--- src/rtl/pmd_pkg.sv ---
package pmd_pkg;

    localparam int ADDR_W   = 13;
    localparam int LO_W     = 8;
    localparam int HI_W     = ADDR_W - LO_W;
    localparam int ROM_PG_W = 2;
    localparam int RAM_PG_W = 1;
    localparam int ROM_WIN_LOG2 = 12;
    localparam int RAM_WIN_LOG2 = 10;
    localparam int REG_SEL_W    = 3;
    localparam int ROM_ADDR_W   = ROM_WIN_LOG2 + ROM_PG_W;
    localparam int RAM_ADDR_W   = RAM_WIN_LOG2 + RAM_PG_W;

    localparam logic [ADDR_W-1:0] ROM_BASE  = 13'h1000;
    localparam logic [ADDR_W-1:0] RAM_BASE  = 13'h0800;
    localparam logic [ADDR_W-1:0] IFC_BASE  = 13'h0C00;
    localparam logic [ADDR_W-1:0] DISP_BASE = 13'h0C08;

    typedef struct packed {
        logic rom;
        logic ram;
        logic ifc;
        logic disp;
    } sel_t;

    function automatic logic in_window(logic [ADDR_W-1:0] a,
                                       logic [ADDR_W-1:0] base,
                                       int unsigned size_log2);
        return (a >> size_log2) == (base >> size_log2);
    endfunction

endpackage

--- src/rtl/bus_clk_div.sv ---
module bus_clk_div #(
    parameter int DIV  = 5,
    parameter int HIGH = 2
) (
    input  logic clk,
    input  logic rst,
    output logic ds_o,
    output logic wrap_o
);
    localparam int CW  = (DIV > 1) ? $clog2(DIV) : 1;
    localparam int LOW = DIV - HIGH;

    logic [CW-1:0] cnt_q, cnt_nxt;

    always_comb begin
        if (cnt_q == CW'(DIV - 1)) cnt_nxt = '0;
        else                       cnt_nxt = cnt_q + 1'b1;
    end

    always_ff @(posedge clk) begin
        if (rst) begin
            cnt_q <= '0;
            ds_o  <= 1'b0;
        end else begin
            cnt_q <= cnt_nxt;
            ds_o  <= (cnt_nxt >= CW'(LOW));
        end
    end

    assign wrap_o = (cnt_q == CW'(DIV - 1));

    // a rising strobe stays high on the following cycle
    a_r1_high_holds: assert property (@(posedge clk) disable iff (rst)
        $rose(ds_o) |=> ds_o);
    // the cycle-ending count sits inside the high phase
    a_r1_wrap_in_high: assert property (@(posedge clk) disable iff (rst)
        wrap_o |-> ds_o);
    // reset leaves the strobe low
    a_r10_reset_low: assert property (@(posedge clk)
        rst |=> !ds_o);
endmodule

--- src/rtl/lo_addr_latch.sv ---
module lo_addr_latch #(
    parameter int W = 8
) (
    input  logic         clk,
    input  logic         rst,
    input  logic         ale,
    input  logic [W-1:0] d,
    output logic [W-1:0] q
);
    always_ff @(posedge clk) begin
        if (rst)      q <= '0;
        else if (ale) q <= d;
    end

    // without the address strobe the captured byte holds
    a_r2_latch_hold: assert property (@(posedge clk) disable iff (rst)
        !ale |=> $stable(q));
endmodule

--- src/rtl/page_decode.sv ---
module page_decode
    import pmd_pkg::*;
(
    input  logic                  clk,
    input  logic                  rst,
    input  logic                  wrap,
    input  logic                  ds,
    input  logic [ADDR_W-1:0]     addr,
    input  logic [ROM_PG_W-1:0]   pg_in,
    output logic                  rom_cs_n,
    output logic                  ram_cs_n,
    output logic                  ifc_cs_n,
    output logic                  disp_cs_n,
    output logic [ROM_PG_W-1:0]   rom_page,
    output logic [RAM_PG_W-1:0]   ram_page,
    output logic [ROM_ADDR_W-1:0] rom_addr,
    output logic [RAM_ADDR_W-1:0] ram_addr,
    output logic [REG_SEL_W-1:0]  ifc_rs
);
    logic [ROM_PG_W-1:0] page_q;
    sel_t                hit, sel;

    always_ff @(posedge clk) begin
        if (rst)       page_q <= '0;
        else if (wrap) page_q <= pg_in;
    end

    always_comb begin
        hit.rom  = in_window(addr, ROM_BASE,  ROM_WIN_LOG2);
        hit.ram  = in_window(addr, RAM_BASE,  RAM_WIN_LOG2);
        hit.ifc  = in_window(addr, IFC_BASE,  REG_SEL_W);
        hit.disp = in_window(addr, DISP_BASE, REG_SEL_W);
        sel      = ds ? hit : '0;
    end

    assign rom_cs_n  = ~sel.rom;
    assign ram_cs_n  = ~sel.ram;
    assign ifc_cs_n  = ~sel.ifc;
    assign disp_cs_n = ~sel.disp;

    assign rom_page = page_q;
    assign ram_page = page_q[RAM_PG_W-1:0];
    assign rom_addr = {page_q, addr[ROM_WIN_LOG2-1:0]};
    assign ram_addr = {page_q[RAM_PG_W-1:0], addr[RAM_WIN_LOG2-1:0]};
    assign ifc_rs   = addr[REG_SEL_W-1:0];

    // no select during the address phase
    a_r8_qualified: assert property (@(posedge clk) disable iff (rst)
        !ds |-> (rom_cs_n && ram_cs_n && ifc_cs_n && disp_cs_n));
    // never two selects at once
    a_r8_one_sel: assert property (@(posedge clk) disable iff (rst)
        $onehot0({~rom_cs_n, ~ram_cs_n, ~ifc_cs_n, ~disp_cs_n}));
    // page registers move only at the end of a bus cycle
    a_r9_page_hold: assert property (@(posedge clk) disable iff (rst)
        !wrap |=> $stable(page_q));
endmodule

--- src/rtl/paged_mem_decoder.sv ---
module paged_mem_decoder
    import pmd_pkg::*;
#(
    parameter int DIV  = 5,
    parameter int HIGH = 2
) (
    input  logic                  clk,
    input  logic                  rst,
    input  logic                  ale,
    input  logic [LO_W-1:0]       ad_bus,
    input  logic [HI_W-1:0]       addr_hi,
    input  logic [ROM_PG_W-1:0]   pg_sel,
    output logic                  bus_clk,
    output logic                  rom_cs_n,
    output logic                  ram_cs_n,
    output logic                  ifc_cs_n,
    output logic                  disp_cs_n,
    output logic [ROM_PG_W-1:0]   rom_page,
    output logic [RAM_PG_W-1:0]   ram_page,
    output logic [ROM_ADDR_W-1:0] rom_addr,
    output logic [RAM_ADDR_W-1:0] ram_addr,
    output logic [REG_SEL_W-1:0]  ifc_rs
);
    logic            wrap;
    logic [LO_W-1:0] lo_q;

    bus_clk_div #(.DIV(DIV), .HIGH(HIGH)) u_div (
        .clk    (clk),
        .rst    (rst),
        .ds_o   (bus_clk),
        .wrap_o (wrap)
    );

    lo_addr_latch #(.W(LO_W)) u_latch (
        .clk (clk),
        .rst (rst),
        .ale (ale),
        .d   (ad_bus),
        .q   (lo_q)
    );

    page_decode u_dec (
        .clk       (clk),
        .rst       (rst),
        .wrap      (wrap),
        .ds        (bus_clk),
        .addr      ({addr_hi, lo_q}),
        .pg_in     (pg_sel),
        .rom_cs_n  (rom_cs_n),
        .ram_cs_n  (ram_cs_n),
        .ifc_cs_n  (ifc_cs_n),
        .disp_cs_n (disp_cs_n),
        .rom_page  (rom_page),
        .ram_page  (ram_page),
        .rom_addr  (rom_addr),
        .ram_addr  (ram_addr),
        .ifc_rs    (ifc_rs)
    );
endmodule

--- config.mk ---
export PLATFORM = sky130hd
export DESIGN_NAME = paged_mem_decoder
export DESIGN_NICKNAME = d
export VERILOG_FILES = /design/src/rtl/pmd_pkg.sv /design/src/rtl/bus_clk_div.sv /design/src/rtl/lo_addr_latch.sv /design/src/rtl/page_decode.sv /design/src/rtl/paged_mem_decoder.sv
export SDC_FILE = /design/constraint.sdc
export NUM_CORES = 1
export LEC_CHECK = 0
export BUFFER_PORTS_ARGS = -buffer_cell sky130_fd_sc_hd__buf_2
export CORE_MARGIN = 2
export CORE_UTILIZATION = 39
export DETAILED_ROUTE_END_ITERATION = 16
export HOLD_SLACK_MARGIN = 0.06
export PLACE_DENSITY = 0.79
export SYNTH_ARGS = -nofsm -noshare
export SYNTH_HDL_FRONTEND = slang
export SYNTH_SLANG_ARGS = --single-unit
--- constraint.sdc ---
create_clock -name clk -period 1.39 [get_ports clk]
set_input_delay 0.278 -clock clk [delete_from_list [all_inputs] [get_ports clk]]
set_output_delay 0.278 -clock clk [all_outputs]
set_load 0.01 [all_outputs]
==> results.md, run 1 <==
Placement
- global placement routability congestion: 0.670
- PortBufs: 53
- HPWL after DPL: 1.15 mm
- placed instance count: 136

Power
- combinational power share: 21.4%
- Net Sw Frac: 26.2%
- Clock Power Share: 30.2%
- PD cells: 988 mW/mm2
- standby leakage power: 0.000524 uW
- maximum vdd ir drop: 0.000615 V
- Switching Power: 245 uW
- design internal power: 690 uW
- sequential power share: 48.4%

Critical path
- Critical Path Max Stage Delay: 0.34 ns
- worst setup path category: register to output port
- Setup crit end kind: output port
- cell class contributing the biggest share of worst-path delay: simple AND/OR/NAND/NOR gates
- highest fanout seen on the critical path: 2
- list of cells traversed by the critical path: nor4b_4, and4bb_1, nand2_1, buf_2
- Worst Path Buf+Inv: 1
- Critical Path AT: 1.29 ns
- CP startpoint kind: register
- Worst Path Required: 1.11 ns
- slowest stage cell on the critical path: dfxtp_2

Routing
- number of iterations in the first detailed-routing pass: 1
- total via count in the routed design: 640
- Antenna Violating Nets Remaining: 0
- Initial DRC Count: 0
- DRT Wirelength: 1.44 mm
- mean number of vias per cell: 4.48
- DR DRC count: 0
- average wire per cell in the routed design: 10.1 um

Floorplan
- DIE WIDTH: 47.6 um
- row count: 15
- Die Span Y: 47.6 um
- Core Footprint: 0.00176 mm2
- I/O pins: 54
- Starting Density: 42.0%
- full die area: 0.00226 mm2

Logic synthesis
- leading cell types by total area after synthesis: dfxtp_1, buf_4, mux2i_1
- Seq/Total Area, Yosys: 37.8%
- post-synth net total: 102
- fraction of the mapped netlist area in compound gates: 3.38%
- syn avg cell area: 9.14 um2
- top-count cell post-synth: buf_4
- number of synthesized register bits: 14
- post-synthesis adder-cell area fraction: 5.07%
- top cell type's share of synthesized area: 37.8%
- dominant combinational cell family by area after synthesis: buffers and inverters
- instance count of the mapped netlist: 81
- count of unique library cells instantiated by Yosys: 16
- Simple-Gate Fraction of Synth Area: 17.6%
- fraction of registers with async set/reset: 0%
- cell taking the most area after synthesis: dfxtp_1
- multiplexer share of the synthesized area: 12.2%
- flip-flop cell with the highest count after synthesis: dfxtp_1
- number of flops mapped to enable cells by yosys: 0
- top cell types by occurrence after synthesis: buf_4, dfxtp_1, nor2_1
- parity-gate share of the synthesized area counting xor and xnor cells: 0%
- post-synthesis instance area: 741 um2
- Synth warnings: 0

Timing
- worst slew slack as a fraction of its limit: 83.4%
- Period minus WS final: 1.57 ns
- worst clock skew: 0.00101 ns
- Pins Over Slew Limit: 0
- setup TNS: -0.356 ns
- post-route setup slack: -0.179 ns
- final number of hold-violating endpoints: 0
- maximum achievable frequency: 637 MHz
- setup repair after global routing missed its margin: yes
- transition time at the pin with the least slew margin: 0.250 ns
- Tcrit/Tclk final: 113%
- number of setup violations in the final report: 2

Status
- failing checks: negative setup slack
- run status: finished, violations left

GRT
- largest net degree at the start of global routing: 15
- total congestion overflow after global routing: 0
- busiest metal layer after global routing: met2
- number of antenna violations at the first check in global routing: 0
- global-route usage over all layers: 12.7%
- global routing usage on met1: 11.4%
- global routing usage on met2: 25.1%
- vias in the first global route: 516
- wire length of the first global-routing pass: 2.03 mm
- GR Layer Usage met3: 6.04%

CTS
- Sinks on Clock Net: 14
- hold_buf cts: 0
- CTS clk-pin slew, worst paths: 0.08 ns
- Inserted Clock Buffers: 3
- clock tree from TritonCTS: built
- maximum level of the CTS H-tree: 1
- buffers from clock root to sink, at most: 2
- clock latency on the worst-skew pair: 0.27 ns
- buffer type at the clock tree root: clkbuf_4

Worst hold path
- Hold/Removal Path Class: input port to register

Layout
- fill cell instance count of the final layout: 180
- layout cells sized above 1: 55.1%
- filler-free cell count of the finished design: 143
- P&R area growth vs syn: 27.9%
- Final nets: 140
- antenna diode count: 0

Flow run
- max capacitance violation total: 0

-- sequential cells by signal, summed over array words and instances, names as in the netlist --
name and cells:
u_dec.rom_page 2, u_div.cnt_q 3, u_div.ds_o 1, u_latch.q 8
-- cell usage in the layout, fill, tap and decap left out, types with 2 or more instances in the layout --
cell	n
nor2b_1	2
mux2i_1	9
buf_4	3
dfxtp_1	11
nand3_1	2
ha_1	3
nand2_1	5
a21oi_1	5
clkbuf_4	3
buf_2	52
nor2_1	11
dfxtp_2	3
inv_1	2
-- routing by layer --
metal,part of all wire (%),vias to the layer above
met5,0,-
met4,0,0
met3,11,0
met2,51,39
met1,37,285
li1,-,316
-- worst reg2reg max path, stage by stage (launching register included) --
cell and delay (ns):
dfxtp_1 0.36, inv_1 0.07, ha_1 0.25, a21oi_1 0.17
a21oi_1 0.10, a21oi_1 0.14
-- cells by family (layout without fill, tap and decap cells) --
kind of cell / Yosys count / count (layout)
compound gates: 5 / 5
simple gates: 25 / 25
flops: 14 / 14
fa+ha+maj: 3 / 3
buf+inv: 25 / 62
mux: 9 / 9
-- power groups by stage --
| stage | logic [uW] | clock network [uW] | registers (uW) |
|---|---|---|---|
| after floorplan | 129 | 0 | 468 |
| after global placement | 180 | 0 | 459 |
| after detailed placement | 183 | 0 | 462 |
| after CTS | 201 | 297 | 451 |
| after global routing | 225 | 315 | 457 |
| final | 200 | 283 | 452 |
-- area by class of cell --
class                   instances  area (um2)  share of cell area (%)
well taps                      25        31.3                    3.30
inverters                       2        7.51                   0.793
flip-flops and latches         14         284                    30.0
repair buffers                 56         294                    31.0
clock buffers                   4        36.3                    3.83
multi-input cells              42         294                    31.0
-- through the flow --
stage	setup WS [ns]	area (um2)	utilization, %	hold slack, ns	total power [uW]
final	-0.179	947	53.7	0.238	935
after global placement	0.103	867	49.1	0.462	639
after CTS	-0.187	938	53.2	0.230	949
after detailed placement	0.0713	867	49.1	0.468	645
after floorplan	0.201	741	-	0.347	597
after global routing	-0.277	947	53.7	0.234	997
-- worst paths after layout --
kind / startpoint / endpoint / slack (ns) / depth (start not counted)
hold reg to reg: u_dec.rom_page[1] / u_dec.rom_page[1] / 0.47 / 2
setup reg to reg: u_div.cnt_q[0] / u_div.ds_o / 0.23 / 5
hold / removal: ad_bus[2] / u_latch.q[2] / 0.24 / 3
setup / recovery: u_latch.q[4] / disp_cs_n / -0.18 / 4
-- repair_timing --
| item | 4_1_cts | 5_1_grt |
|---|---|---|
| buffers inserted | 3 | 0 |
| gates resized for setup | 5 | 1 |
| endpoints found under the hold margin | 0 | 0 |
| pin swaps | 1 | 1 |
| endpoints found under the setup margin | 3 | 2 |
Power figures use the tool's default switching activity.
==> run 2, diff against run 1 <==
Settings changed: CORE_UTILIZATION 39 to 30, PLACE_DENSITY 0.79 to 0.63.
==> run 2 against run 1 <==
Against the previous run: core utilization shrank 15 points; via count down 3.9%; global-route usage is 2.3 points lower; clock skew decreased by 0.00053 ns; combinational power shrank 2%; sequential power about the same; cell area shrank 1.6%; largest power group unchanged; the run still ends with negative setup slack left; largest cell class is now buffers.
==> results.md, run 2 (synthesis gave the netlist of run 1 again) <==
Status
- run status: finished, violations left
- failing checks: negative setup slack

Timing
- final number of hold-violating endpoints: 0, unchanged
- worst slew slack as a fraction of its limit: 82.2%, -1.2 points
- number of setup violations in the final report: 2, unchanged
- Period minus WS final: 1.57 ns, +0.00453 ns
- Pins Over Slew Limit: 0, unchanged
- Tcrit/Tclk final: 113%, +0.33 points
- setup TNS: -0.367 ns, -0.0104 ns
- setup repair after global routing missed its margin: yes
- worst clock skew: 0.000476 ns, -0.000531 ns
- post-route setup slack: -0.184 ns, -0.00453 ns
- maximum achievable frequency: 636 MHz, -0.29%
- transition time at the pin with the least slew margin: 0.268 ns, +0.0180 ns

CTS
- CTS clk-pin slew, worst paths: 0.08 ns, about the same
- Sinks on Clock Net: 14, unchanged
- hold_buf cts: 0, unchanged
- clock tree from TritonCTS: built
- Inserted Clock Buffers: 3, unchanged
- buffers from clock root to sink, at most: 2, unchanged
- maximum level of the CTS H-tree: 1, unchanged
- buffer type at the clock tree root: clkbuf_4
- clock latency on the worst-skew pair: 0.27 ns, about the same

GRT
- busiest metal layer after global routing: met2
- global-route usage over all layers: 10.4%, -2.3 points
- wire length of the first global-routing pass: 2.17 mm, +7.1%
- total congestion overflow after global routing: 0, unchanged
- global routing usage on met2: 19.5%, -5.6 points
- largest net degree at the start of global routing: 15, unchanged
- global routing usage on met1: 10.4%, -1.1 points
- vias in the first global route: 532, +3.1%
- number of antenna violations at the first check in global routing: 0, unchanged
- GR Layer Usage met3: 5.56%, -0.48 points

Layout
- sequential cell area: 285 um2, +0.44%
- most common library cell in the layout ignoring fill and taps: buf_2
- Top reg by flops: u_latch.q
- P&R area growth vs syn: 25.8%
- most used cells in the layout excluding fill and tap cells: buf_2, nor2_1, dfxtp_1
- fill cell instance count of the final layout: 252, +40%
- layout cells sized above 1: 55.6%, +0.47 points
- post-route cell area: 932 um2, -1.6%
- Final nets: 140, unchanged
- combined area of the multi-input logic cells: 285 um2, -3.0%
- antenna diode count: 0, unchanged
- flip-flop count of the largest register, all copies and words added: 8, unchanged

Floorplan
- Starting Density: 30.7%, -11 points
- I/O pins: 54, unchanged
- Core Footprint: 0.00241 mm2, +37%
- full die area: 0.00288 mm2, +27%
- DIE WIDTH: 53.7 um, +13%
- row count: 18, +3
- Die Span Y: 53.7 um, +13%

Critical path
- Setup crit end kind: output port
- highest fanout seen on the critical path: 3, +1
- worst setup path category: register to output port
- slowest stage cell on the critical path: dfxtp_2
- CP startpoint kind: register
- Worst Path Required: 1.11 ns, about the same
- Critical Path AT: 1.30 ns, about the same
- list of cells traversed by the critical path: nor4b_2, and4bb_1, nand2_1, buf_2
- Critical Path Max Stage Delay: 0.34 ns, about the same

Placement
- area after detailed placement: 873 um2, +0.72%
- global placement routability congestion: 0.630, -6.0%
- PortBufs: 53, unchanged

Power
- standby leakage power: 0.000512 uW, -2.4%
- PD cells: 931 mW/mm2, -5.7%
- maximum vdd ir drop: 0.000588 V, -4.3%

Routing
- average wire per cell in the routed design: 9.78 um, -3.1%
- number of iterations in the first detailed-routing pass: 4, +3
- mean number of vias per cell: 4.18, -6.5%
- Antenna Violating Nets Remaining: 0, unchanged
- total via count in the routed design: 615, -3.9%
- DRT Wirelength: 1.44 mm, -0.35%
- Initial DRC Count: 14, +14
- DR DRC count: 0, unchanged

Flow run
- max capacitance violation total: 0, unchanged

Worst hold path
- Hold/Removal Path Class: input port to register

## run 2: routing by layer
layer  share of wire [%]  up-vias
met4                   0        0
met5                   0        -
met3                 7.6        0
met2                  53       24
li1                    -      315
met1                  40      276
## run 2: worst max-delay path, delay by kind of cell, from the launching register on
| kind | cells | cell delay [ns] |
|---|---|---|
| and+or+nand+nor | 3 | 0.55 |
| DFF | 1 | 0.34 |
| buffers and inverters | 1 | 0.13 |
## run 2: final cells by class
cell class | instances | share of cell area (%)
Timing Repair Buffer | 56 | 31.5
Sequential cell | 14 | 30.6
Multi-Input combinational cell | 42 | 30.6
Tap cell | 30 | 4.03
Clock buffer | 3 | 2.42
Inverter | 2 | 0.805
## run 2: timing repair
item                                    in CTS  in global routing
endpoints found under the setup margin       3                  3
pin swaps                                    2                  2
setup buffers                                2                  1
gates cloned                                 0                  0
gates resized for setup                      3                  3
## run 2: path summary, 6_finish.rpt
check	slack [ns]	to	from	cells after the start
setup / recovery	-0.18	disp_cs_n	u_latch.q[4]	4
hold / removal	0.25	u_latch.q[7]	ad_bus[7]	3
setup reg to reg	0.22	u_div.ds_o	u_div.cnt_q[0]	5
hold reg to reg	0.48	u_dec.rom_page[1]	u_dec.rom_page[1]	2
## run 2: per-stage QoR
stage	util (%)	setup slack (ns)	instances	hold slack, ns	power (uW)
floorplan	-	0.201	81	0.347	597
global placement	36.2	0.103	141	0.462	639
detailed placement	36.2	0.0842	141	0.476	645
CTS	38.0	-0.198	146	0.234	878
global route	38.7	-0.292	147	0.239	931
finish	38.7	-0.184	147	0.245	868
## run 2: where the power goes
group,internal [uW],switching [uW]
Sequential,430,21.6
Clock,100,120
Combinational,99.1,97.3
==> run 3, diff against run 2 <==
Clock period 1.39 ns to 2 ns, I/O delays scaled along.
==> run 3 against run 2 <==
Against the previous run: the run now ends clean; first-iteration DRC count decreased by 93%; via count decreased by 3.4%; sequential share of layout area increased by 0.68 points; core utilization decreased by 1.5 points; power decreased by 31%; clock skew about the same; clock power decreased by 28%; critical endpoint unchanged.
==> results.md, run 3 (synthesis gave the netlist of run 1 again) <==
Placement
- PortBufs: 53, unchanged
- HPWL after DPL: 1.12 mm
- global placement routability congestion: 0.633, +0.40%

GRT
- global-route usage over all layers: 10.4%, about the same
- number of antenna violations at the first check in global routing: 0, unchanged
- largest net degree at the start of global routing: 15, unchanged
- global routing usage on met2: 18.3%, -1.2 points
- wire length of the first global-routing pass: 2.10 mm, -3.5%
- vias in the first global route: 501, -5.8%
- total congestion overflow after global routing: 0, unchanged
- global routing usage on met1: 10.5%, +0.15 points
- GR Layer Usage met3: 5.28%, -0.28 points
- busiest metal layer after global routing: met2

Timing
- setup repair after global routing missed its margin: no
- Period minus WS final: 1.71 ns
- final number of hold-violating endpoints: 0, unchanged
- transition time at the pin with the least slew margin: 0.260 ns, -0.00799 ns
- Pins Over Slew Limit: 0, unchanged
- worst slew slack as a fraction of its limit: 82.7%, +0.53 points
- Tcrit/Tclk final: 85.7%
- number of setup violations in the final report: 0, -2
- maximum achievable frequency: 583 MHz
- worst clock skew: 0.000489 ns, +0.0000128 ns
- setup TNS: 0 ns, +0.367 ns

CTS
- CTS clk-pin slew, worst paths: 0.08 ns, about the same
- clock latency on the worst-skew pair: 0.27 ns, about the same
- post-cts gate resize count: 0, -3
- Inserted Clock Buffers: 3, unchanged
- buffers from clock root to sink, at most: 2, unchanged
- maximum level of the CTS H-tree: 1, unchanged
- hold_buf cts: 0, unchanged
- post-CTS setup buffer count: 0, -2
- Sinks on Clock Net: 14, unchanged
- clock tree from TritonCTS: built
- buffer type at the clock tree root: clkbuf_4

Routing
- number of iterations in the first detailed-routing pass: 2, -2
- Antenna Violating Nets Remaining: 0, unchanged
- average wire per cell in the routed design: 9.63 um, -1.5%
- DR DRC count: 0, unchanged
- DRT Wirelength: 1.39 mm, -3.5%
- Initial DRC Count: 1, -13
- mean number of vias per cell: 4.13, -1.4%
- total via count in the routed design: 594, -3.4%

Critical path
- worst setup path category: register to output port
- slack of the worst reg-to-reg path: 0.84 ns, +0.62 ns
- Worst Path Required: 1.60 ns, +0.49 ns
- CP startpoint kind: register
- list of cells traversed by the critical path: nor4b_2, and4bb_1, nand2_1, buf_2
- Worst Path Buf+Inv: 1, unchanged
- Critical Path Max Stage Delay: 0.34 ns, about the same
- Critical Path AT: 1.31 ns, about the same
- Setup crit end kind: output port
- highest fanout seen on the critical path: 4, +1
- slowest stage cell on the critical path: dfxtp_1
- cell class contributing the biggest share of worst-path delay: simple AND/OR/NAND/NOR gates

Layout
- P&R area growth vs syn: 20.9%
- flip-flop count of the largest register, all copies and words added: 8, unchanged
- fill cell instance count of the final layout: 248, -1.6%
- antenna diode count: 0, unchanged
- Top reg by flops: u_latch.q
- most used cells in the layout excluding fill and tap cells: buf_2, dfxtp_1, nor2_1
- most common library cell in the layout ignoring fill and taps: buf_2
- Final nets: 137, -2.1%
- layout cells sized above 1: 50.9%, -4.7 points
- utilization of the core after routing: 37.2%, -1.5 points

Floorplan
- row count: 18, unchanged
- Starting Density: 30.7%, unchanged
- DIE WIDTH: 53.7 um, unchanged
- full die area: 0.00288 mm2, unchanged
- Die Span Y: 53.7 um, unchanged
- Core Footprint: 0.00241 mm2, unchanged
- I/O pins: 54, unchanged

Power
- PD cells: 667 mW/mm2, -28%
- standby leakage power: 0.000489 uW, -4.4%
- maximum vdd ir drop: 0.000372 V, -37%

Status
- run status: complete, no violations

Worst hold path
- Hold/Removal Path Class: input port to register

Flow run
- max capacitance violation total: 0, unchanged

[run 3: path summary, 6_finish.rpt]
check | endpoint | from | cells past startpoint
max reg2reg | u_div.ds_o | u_div.cnt_q[0] | 5
min reg2reg | u_dec.rom_page[1] | u_dec.rom_page[1] | 2
min | u_latch.q[7] | ad_bus[7] | 3
max | disp_cs_n | u_latch.q[4] | 4
[run 3: worst min-delay path, cell delays in order]
cell	delay, ns
buf_2	0.07
mux2i_1	0.05
nor2_1	0.07
[run 3: per-layer routing]
metal | vias up | wire length [um]
li1 | 309 | -
met1 | 261 | 568
met2 | 22 | 714
met3 | 2 | 92
met4 | 0 | 11
met5 | - | 0
[run 3: cell type report]
class | instances | area, um2 | share of cell area (%)
Inverter | 2 | 7.51 | 0.838
Multi-Input combinational cell | 42 | 283 | 31.6
Tap cell | 30 | 37.5 | 4.19
Timing Repair Buffer | 53 | 265 | 29.6
Clock buffer | 3 | 22.5 | 2.51
Sequential cell | 14 | 280 | 31.3
[run 3: power by group]
group          internal, uW  switching [uW]
sequential              298            16.0
combinational          61.7            64.4
clock                  69.8            88.4
[run 3: metrics by stage]
stage                     area, um2  cells  power (uW)  setup WS (ns)  hold WS [ns]
after global routing            896    144         643          0.191         0.340
after detailed placement        873    141         448          0.455         0.476
after floorplan                 741     81         415          0.689         0.469
after global placement          873    141         444          0.473         0.462
final                           896    144         598          0.286         0.355
after CTS                       896    144         615          0.250         0.344
